==> src/rtl/eret_mode_ctrl.sv <==
module eret_mode_ctrl #(
  parameter int XLEN = 32,
  parameter int NIRQ = 8
) (
  input  logic            clk,
  input  logic            rst_n,
  input  logic            eret_i,
  input  logic            st_um,
  input  logic            st_erl,
  input  logic            st_exl,
  input  logic            st_ie,
  input  logic [NIRQ-1:0] st_im,
  input  logic [NIRQ-1:0] irq_pend,
  input  logic [XLEN-1:0] epc,
  input  logic [XLEN-1:0] err_epc,
  input  logic            cp0_req,
  output logic            redir_valid,
  output logic [XLEN-1:0] redir_pc,
  output logic            clr_erl,
  output logic            clr_exl,
  output logic            kernel_mode,
  output logic            irq_req,
  output logic            cp0_grant,
  output logic            cp0_fault
);

  logic any_level;
  logic user_mode;

  assign any_level   = st_erl | st_exl;
  assign user_mode   = st_um & ~any_level;
  assign kernel_mode = ~user_mode;
  assign irq_req     = st_ie & ~any_level & (|(irq_pend & st_im));
  assign cp0_grant   = cp0_req & ~user_mode;
  assign cp0_fault   = cp0_req & user_mode;

  always_ff @(posedge clk) begin
    if (!rst_n) begin
      redir_valid <= 1'b0;
      redir_pc    <= '0;
      clr_erl     <= 1'b0;
      clr_exl     <= 1'b0;
    end else begin
      redir_valid <= eret_i;
      clr_erl     <= eret_i & st_erl;
      clr_exl     <= eret_i & ~st_erl & st_exl;
      if (eret_i) redir_pc <= st_erl ? err_epc : epc;
    end
  end

  assert_err_unwind_R1: assert property (@(posedge clk) disable iff (!rst_n)
    (eret_i && st_erl) |=> (clr_erl && !clr_exl && redir_valid && redir_pc == $past(err_epc)));

  assert_exc_unwind_R2: assert property (@(posedge clk) disable iff (!rst_n)
    (eret_i && !st_erl && st_exl) |=> (clr_exl && !clr_erl && redir_valid && redir_pc == $past(epc)));

  assert_no_level_R3: assert property (@(posedge clk) disable iff (!rst_n)
    (eret_i && !st_erl && !st_exl) |=> (!clr_exl && !clr_erl && redir_valid && redir_pc == $past(epc)));

  assert_pulse_only_after_strobe_R4: assert property (@(posedge clk) disable iff (!rst_n)
    !eret_i |=> (!redir_valid && !clr_erl && !clr_exl));

  assert_level_masks_irq_R5: assert property (@(posedge clk) disable iff (!rst_n)
    (st_erl || st_exl) |-> !irq_req);

  assert_level_forces_kernel_R7: assert property (@(posedge clk) disable iff (!rst_n)
    (st_erl || st_exl || !st_um) |-> kernel_mode);

  assert_cp0_exclusive_R8: assert property (@(posedge clk) disable iff (!rst_n)
    $countones({cp0_grant, cp0_fault}) == (cp0_req ? 1 : 0));

endmodule

==> config.mk <==
export PLATFORM = sky130hd
export DESIGN_NAME = eret_mode_ctrl
export DESIGN_NICKNAME = d
export VERILOG_FILES = /design/src/rtl/eret_mode_ctrl.sv
export SDC_FILE = /design/constraint.sdc
export NUM_CORES = 1
export LEC_CHECK = 0
export ABC_AREA = 0
export BUFFER_PORTS_ARGS = -buffer_cell sky130_fd_sc_hd__buf_4
export CORE_MARGIN = 2
export CORE_UTILIZATION = 35
export CTS_CLUSTER_DIAMETER = 60
export CTS_CLUSTER_SIZE = 8
export DETAILED_ROUTE_END_ITERATION = 6
export HOLD_SLACK_MARGIN = 0.12
export PLACE_DENSITY = 0.72
export SYNTH_ARGS = -nofsm -noshare
export SYNTH_HDL_FRONTEND = slang
export SYNTH_SLANG_ARGS = --single-unit
==> constraint.sdc <==
create_clock -name clk -period 2.5 [get_ports clk]
set_clock_uncertainty 0.2 [all_clocks]
set_input_delay 0.375 -clock clk [delete_from_list [all_inputs] [get_ports clk]]
set_output_delay 0.375 -clock clk [all_outputs]
set_load 0.05 [all_outputs]
==> metrics.cfg, run 1 <==
[status]
outcome = finished, final reports clean

[min_path]
hold_depth = 2
hold_path_end = clr_exl$_SDFF_PN0_
hp-class = in2reg
min_from = st_exl

[synthesis]
syn-instance-count = 159
synth_flop_cell = dfxtp_1
ys_seq_elements = 35
yosys_warnings = 0
synth-seq-area-share_pct = 42.01
async_reset_ff_share_pct = 0
synth_area_leaders = dfxtp_1 42%, mux2i_1 19%, o211a_1 19%, nand2_1 7.7%, buf_12 3.6%
syn_avg_cell_area_um2 = 10.49
synth_common_cells = 35 x dfxtp_1, 34 x nand2_1, 32 x mux2i_1, 32 x o211a_1, 8 x buf_2
synth_edf_count = 0
syn_area_mm2 = 0.001668
synth_xor_area_share_pct = 0
synth_top_family_by_area = compound AO/OA/AOI/OAI gates
synth_most_common_cell = dfxtp_1
synth-simple-area-share_pct = 9.902
synth.largest_area_cell = dfxtp_1
synth-compound-area-share_pct = 21.53
synth_fa_ha_area_share_pct = 0
yosysTopAreaCellShare_pct = 42.01
synth_nets = 247
muxShareOfSynthArea_pct = 19.20
synth_cell_types = 16

[cts]
clk_latency_ns = 0.27
cts_setup_buffers = 0
path_clk_slew_ns = 0.07
clockRootBuffer = clkbuf_8
ctsHtreeMaxLevel = 2
cts_resized = 0
postCtsHoldBufs = 0
cts_sinks = 35
cts_tree = done
clockBufferDepth = 2
cts_buffers = 5

[global_routing]
grt_pass1_vias = 1464
overflow = 0
grt_pass1_wl_um = 6299
antenna_found_initial = 0
grt_max_degree = 67
grtUsageTotal_pct = 14.93

[final_layout]
n_antenna_cell = 0
drive_gt1_share_pct = 48.03
final_area_mm2 = 0.002666
fin_nets = 366
final_core_utilization_pct = 57.21
syn2layout_area_growth_pct = 59.87
fill_cells = 447

[route]
vias = 1590
drc = 0
drtIter0Drc = 78
antenna_left = 0
post_drt_wl_per_cell_um = 12.55
routed_via_density = 4.775
drt_wl_total_um = 4178
drt_first_pass_iters = 4

[sta]
slew_viol_final = 0
final-setup-viol-count = 0
worst_slack_ns = 0.7142
rsz0062_at_grt = no
max_freq_mhz = 560.0
final_hold_viol_count = 0
fin_crit_ns = 1.786
fin_crit_sh_pct = 71.43
tns_ns = 0
relSlewSlack_pct = 59.99
worst_pin_slew_ns = 0.6002

[power_and_ir_drop]
switching_share_pct = 30.03
combPwrFrac_pct = 29.9
clkPwrFrac_pct = 28.9
cellPowerDensity_mw_per_mm2 = 562.1
power_frac_seq_pct = 41.2
peakVddDrop_v = 0.0003382
power_switching_mw = 0.4501
total_leakage_power_nw = 1.589
p_int_mw = 1.049

[worst_setup_path]
path_cells = buf_4 > a22o_1 > a221oi_1 > a31oi_1 > buf_4
crit_type = in2out
r2r-end = redir_pc[29]$_SDFFE_PN0P_
crit_family = compound AO/OA/AOI/OAI gates
crit_path_start = irq_pend[1]
timing.rr.start = redir_pc[29]$_SDFFE_PN0P_
cp_common_cell = buf_4
max_stage_delay_ns = 0.21
slowest_stage = a22o_1
crit_required_ns = 1.92
worstPathMaxFanout = 1
worst_ep_arrival_time_ns = 1.21
end_kind = output pin
worst_setup_path_start_kind = input pin
r2r_cells = 1
rrSetupSlack_ns = 1.67
cp.buffers_inverters = 2

[floorplan]
die_h_um = 73.03
initial_core_util_pct = 35.79
die-area_mm2 = 0.005333
pin_count = 127
rows = 25
die_w_um = 73.03
core_mm2 = 0.004661

[placement]
place_ws_ns = 0.6818
place_area_mm2 = 0.002566
portBuffers = 126
place_congestion = 0.6851

[flow_run]
drv_cap = 0

==> power by group through the flow <==
stage | Combinational [mW] | Sequential [mW] | Clock [mW]
5_1_grt | 0.477 | 0.623 | 0.470
3_3_place_gp | 0.449 | 0.628 | 0
2_1_floorplan | 0.138 | 0.769 | 0
4_1_cts | 0.454 | 0.618 | 0.451
3_5_place_dp | 0.453 | 0.630 | 0
6_report | 0.448 | 0.618 | 0.433
==> layout by cell type, fill, tap and decap left out, drive strengths merged, types with 2 or more instances in the layout <==
| cell type | Yosys | routed |
|---|---|---|
| and3 | 2 | 2 |
| clkbuf | 3 | 8 |
| dfxtp | 35 | 35 |
| mux2i | 32 | 32 |
| buf | 12 | 127 |
| a22oi | 2 | 2 |
| o211a | 32 | 32 |
| and2 | 2 | 2 |
| nand2 | 34 | 34 |
==> how the worst max path moves through the flow <==
stage / endpoint / slack (ns) / cells after the start
finish: irq_req / 0.71 / 5
global route: irq_req / 0.64 / 5
CTS: irq_req / 0.70 / 5
detailed placement: redir_pc[18]$_SDFFE_PN0P_ / 0.68 / 5
global placement: redir_pc[25]$_SDFFE_PN0P_ / 0.69 / 5
floorplan: irq_req / 0.39 / 4
==> routing by layer <==
metal / share of wire, % / up-vias / wire length, um / GRT usage (%)
li1: - / 810 / - / -
met1: 39 / 721 / 1632 / 16.27
met2: 52 / 57 / 2166 / 27.13
met3: 8.7 / 2 / 362 / 5.110
met4: 0.41 / 0 / 17 / 4.321
met5: 0 / - / 0 / 0
==> layout make-up <==
| type | instances | area [um^2] | share of cell area (%) |
|---|---|---|---|
| Clock buffer | 8 | 100.1 | 3.754 |
| Multi-Input combinational cell | 109 | 844.6 | 31.68 |
| Sequential cell | 35 | 700.7 | 26.28 |
| Tap cell | 54 | 67.56 | 2.534 |
| Timing Repair Buffer | 127 | 953.4 | 35.76 |
==> sequential cells by signal (all words and copies together), names as in the netlist <==
| register | count |
|---|---|
| clr_erl | 1 |
| clr_exl | 1 |
| redir_pc | 32 |
| redir_valid | 1 |
==> cells by family (layout without fill, tap and decap cells) <==
logic type / Yosys count / in the layout
simple gates: 40 / 40
compound gates: 37 / 37
flops: 35 / 35
mux: 32 / 32
buf+inv: 15 / 135
==> stage by stage <==
stage               hold WS [ns]  cells  power [mW]
floorplan                 0.3122    159      0.9065
global placement          0.2618    325       1.077
detailed placement        0.2682    325       1.083
CTS                       0.1416    333       1.523
global route              0.1496    333       1.569
finish                    0.1499    333       1.499
(Power assumes the default switching activity.)
==> run 2: changes to the inputs <==
ABC_AREA = 1   (was 0)
clock period = 1.7 ns   (was 2.5 ns; I/O delays follow)
==> run 2 against run 1 <==
  * Via count is 46% higher
  * Count of clock-buffer cells in the layout unchanged
  * Largest power group unchanged
  * Total power is 54% higher
  * Synthesized cell count increased by 70%
  * Sequential share of layout area is 5.8 points lower
  * Core utilization is 16 points higher
  * Critical path depth stayed put
  * Flip-flop and latch count is the same
  * Combinational power increased by 69%
==> metrics.cfg, run 2 <==
[status]
outcome = finished, final reports clean

[worst_setup_path]
worstPathMaxFanout = 3  ; +2
end_kind = register
max_stage_delay_ns = 0.55  ; +0.34 ns
slowest_stage = dlygate4sd3_1
worst_setup_path_start_kind = input pin
r2r_cells = 4  ; +3
cp_common_cell = dlygate4sd3_1
crit_type = in2reg
worst_ep_arrival_time_ns = 1.65  ; +0.44 ns
crit_required_ns = 1.67  ; -0.25 ns
path_cells = dlygate4sd3_1 > buf_4 > nand2_1 > nor3_2 > dlygate4sd3_1

[final_layout]
regMostFlops = redir_pc
largest_reg_flops = 32  ; unchanged
layout_commonest_cell = nand2_1
syn2layout_area_growth_pct = 105.3
drive_gt1_share_pct = 30.95  ; -17 points
fill_cells = 380  ; -15%
fin_nets = 549  ; +50%
final_cell_mix = 142 x nand2_1, 130 x buf_4, 67 x dlygate4sd3_1
n_antenna_cell = 0  ; unchanged
final_area_mm2 = 0.003423  ; +28%

[synthesis]
syn_avg_cell_area_um2 = 6.177  ; -41%
synth_area_leaders = dfxtp_1 42%, nand2_1 32%, nand3_1 10%, inv_1 8.1%, buf_4 2.3%
syn_area_mm2 = 0.001668  ; unchanged
synth_edf_count = 0  ; unchanged
synth-simple-area-share_pct = 44.04  ; +34 points
synth_fa_ha_area_share_pct = 0  ; unchanged
async_reset_ff_share_pct = 0  ; unchanged
synth_common_cells = 142 x nand2_1, 36 x inv_1, 35 x dfxtp_1, 34 x nand3_1, 5 x buf_4
synth_xor_area_share_pct = 0  ; unchanged
yosysTopAreaCellShare_pct = 42.01  ; unchanged
muxShareOfSynthArea_pct = 0  ; -19 points
synth_nets = 358  ; +45%
synth_cell_types = 14  ; -2
synth.largest_area_cell = dfxtp_1
synth_flop_cell = dfxtp_1
synth-seq-area-share_pct = 42.01  ; unchanged
syn-instance-count = 270  ; +70%
ys_seq_elements = 35  ; unchanged
yosys_warnings = 0  ; unchanged
synth_top_family_by_area = simple AND/OR/NAND/NOR gates
synth_most_common_cell = nand2_1
synth-compound-area-share_pct = 0.6752  ; -21 points

[global_routing]
grt_pass1_vias = 2322  ; +59%
grt_pass1_wl_um = 9818  ; +56%
antenna_found_initial = 0  ; unchanged
grtUsageTotal_pct = 23.41  ; +8.5 points
overflow = 0  ; unchanged
grt_max_degree = 34  ; -49%

[route]
routed_via_density = 4.504  ; -5.7%
wl_met2_um = 3102  ; +43%
vias = 2324  ; +46%
drt_wl_total_um = 6173  ; +48%
antenna_left = 0  ; unchanged
drc = 0  ; unchanged
met1Wirelength_um = 2435  ; +49%
drtIter0Drc = 96  ; +23%
drt_first_pass_iters = 4  ; unchanged
dr.max_layer_used = met4
dr_wl_met3_um = 391  ; +8.0%
post_drt_wl_per_cell_um = 11.96  ; -4.6%

[cts]
clockBufferDepth = 2  ; unchanged
cts_buffers = 5  ; unchanged
path_clk_slew_ns = 0.07  ; about the same
clockRootBuffer = clkbuf_8
cts_sinks = 35  ; unchanged
cts_tree = done
ctsHtreeMaxLevel = 2  ; unchanged
clk_latency_ns = 0.28  ; about the same

[sta]
fin_crit_sh_pct = 98.46
final-setup-viol-count = 0  ; unchanged
tns_ns = 0  ; unchanged
max_freq_mhz = 597.4
relSlewSlack_pct = 76.32  ; +16 points
slew_viol_final = 0  ; unchanged
worst_pin_slew_ns = 0.3552  ; -0.2450 ns
final_hold_viol_count = 0  ; unchanged
fin_crit_ns = 1.674

[power_and_ir_drop]
peakVddDrop_v = 0.0004635  ; +37%
cellPowerDensity_mw_per_mm2 = 674.9  ; +20%
switching_share_pct = 30.75  ; +0.72 points
clkPwrFrac_pct = 28.4  ; -0.5 points
power_switching_mw = 0.7104  ; +58%
p_int_mw = 1.600  ; +53%
fin_total_pwr_mw = 2.310  ; +54%
combPwrFrac_pct = 32.7  ; +2.8 points
total_leakage_power_nw = 1.947  ; +23%
power_frac_seq_pct = 38.9  ; -2.3 points

[floorplan]
die_h_um = 73.03  ; unchanged
initial_core_util_pct = 35.79  ; unchanged
core_mm2 = 0.004661  ; unchanged
die-area_mm2 = 0.005333  ; unchanged
die_w_um = 73.03  ; unchanged
pin_count = 127  ; unchanged
rows = 25  ; unchanged

[flow_run]
drv_cap = 0  ; unchanged

[min_path]
hp-class = in2reg
hold_depth = 3  ; +1

[placement]
place_area_mm2 = 0.002645  ; +3.1%
hpwl_um = 3605
place_congestion = 0.7306  ; +6.6%
portBuffers = 126  ; unchanged

## run 2: final timing paths
check        slack, ns                        end                       from
max               0.03         clr_exl$_SDFF_PN0_                     eret_i
min               0.18  redir_pc[14]$_SDFFE_PN0P_                      rst_n
max reg2reg       0.82   redir_pc[8]$_SDFFE_PN0P_   redir_pc[8]$_SDFFE_PN0P_
min reg2reg       0.36  redir_pc[29]$_SDFFE_PN0P_  redir_pc[29]$_SDFFE_PN0P_
## run 2: kinds of logic (layout without fill, tap and decap cells)
logic type | Yosys count | count (layout)
DFF | 35 | 35
buffers and inverters | 51 | 243
AOI/OAI and AO/OA | 2 | 2
and+or+nand+nor | 182 | 182
## run 2: metal layers
layer	vias to the layer above	global-route usage [%]
met5	-	0
met4	0	11.93
met3	25	5.939
met2	112	41.54
met1	1008	25.47
li1	1179	-
## run 2: power groups by stage
stage               clock network (mW)  registers, mW  logic [mW]
global placement                     0          0.916       0.617
finish                           0.655          0.899       0.757
global route                     0.711          0.904       0.811
detailed placement                   0          0.916       0.622
CTS                              0.684          0.898       0.745
floorplan                            0           1.09       0.179
## run 2: repair_timing
item	in CTS	in global routing
hold endpoints to repair	35	0
endpoints found under the setup margin	0	33
setup buffers	0	0
gates resized for setup	0	3
hold buffers	67	0
## run 2: area by class of cell
type	count	area, um^2	area share (%)
multi-input combinational	184	763.2	22.30
sequential	35	700.7	20.47
clock buffer	8	100.1	2.924
timing repair buffer	197	1647	48.10
inverter	38	145.1	4.240
tap	54	67.56	1.974
## run 2: worst max-delay path, delay by kind of cell
| kind | cells | cell delay [ns] |
|---|---|---|
| buffers and inverters | 3 | 1.24 |
| AND/OR/NAND/NOR | 2 | 0.16 |
## run 2: through the flow
step                      hold slack (ns)  setup WS (ns)  cells  utilization (%)
after floorplan                    0.1343        0.04124    270                -
after global placement             0.2717         0.3042    441            56.75
after detailed placement           0.2770         0.2711    441            56.75
after CTS                          0.1612        0.04166    516            73.29
after global routing               0.1854      -0.002735    516            73.45
final                              0.1765        0.02611    516            73.45
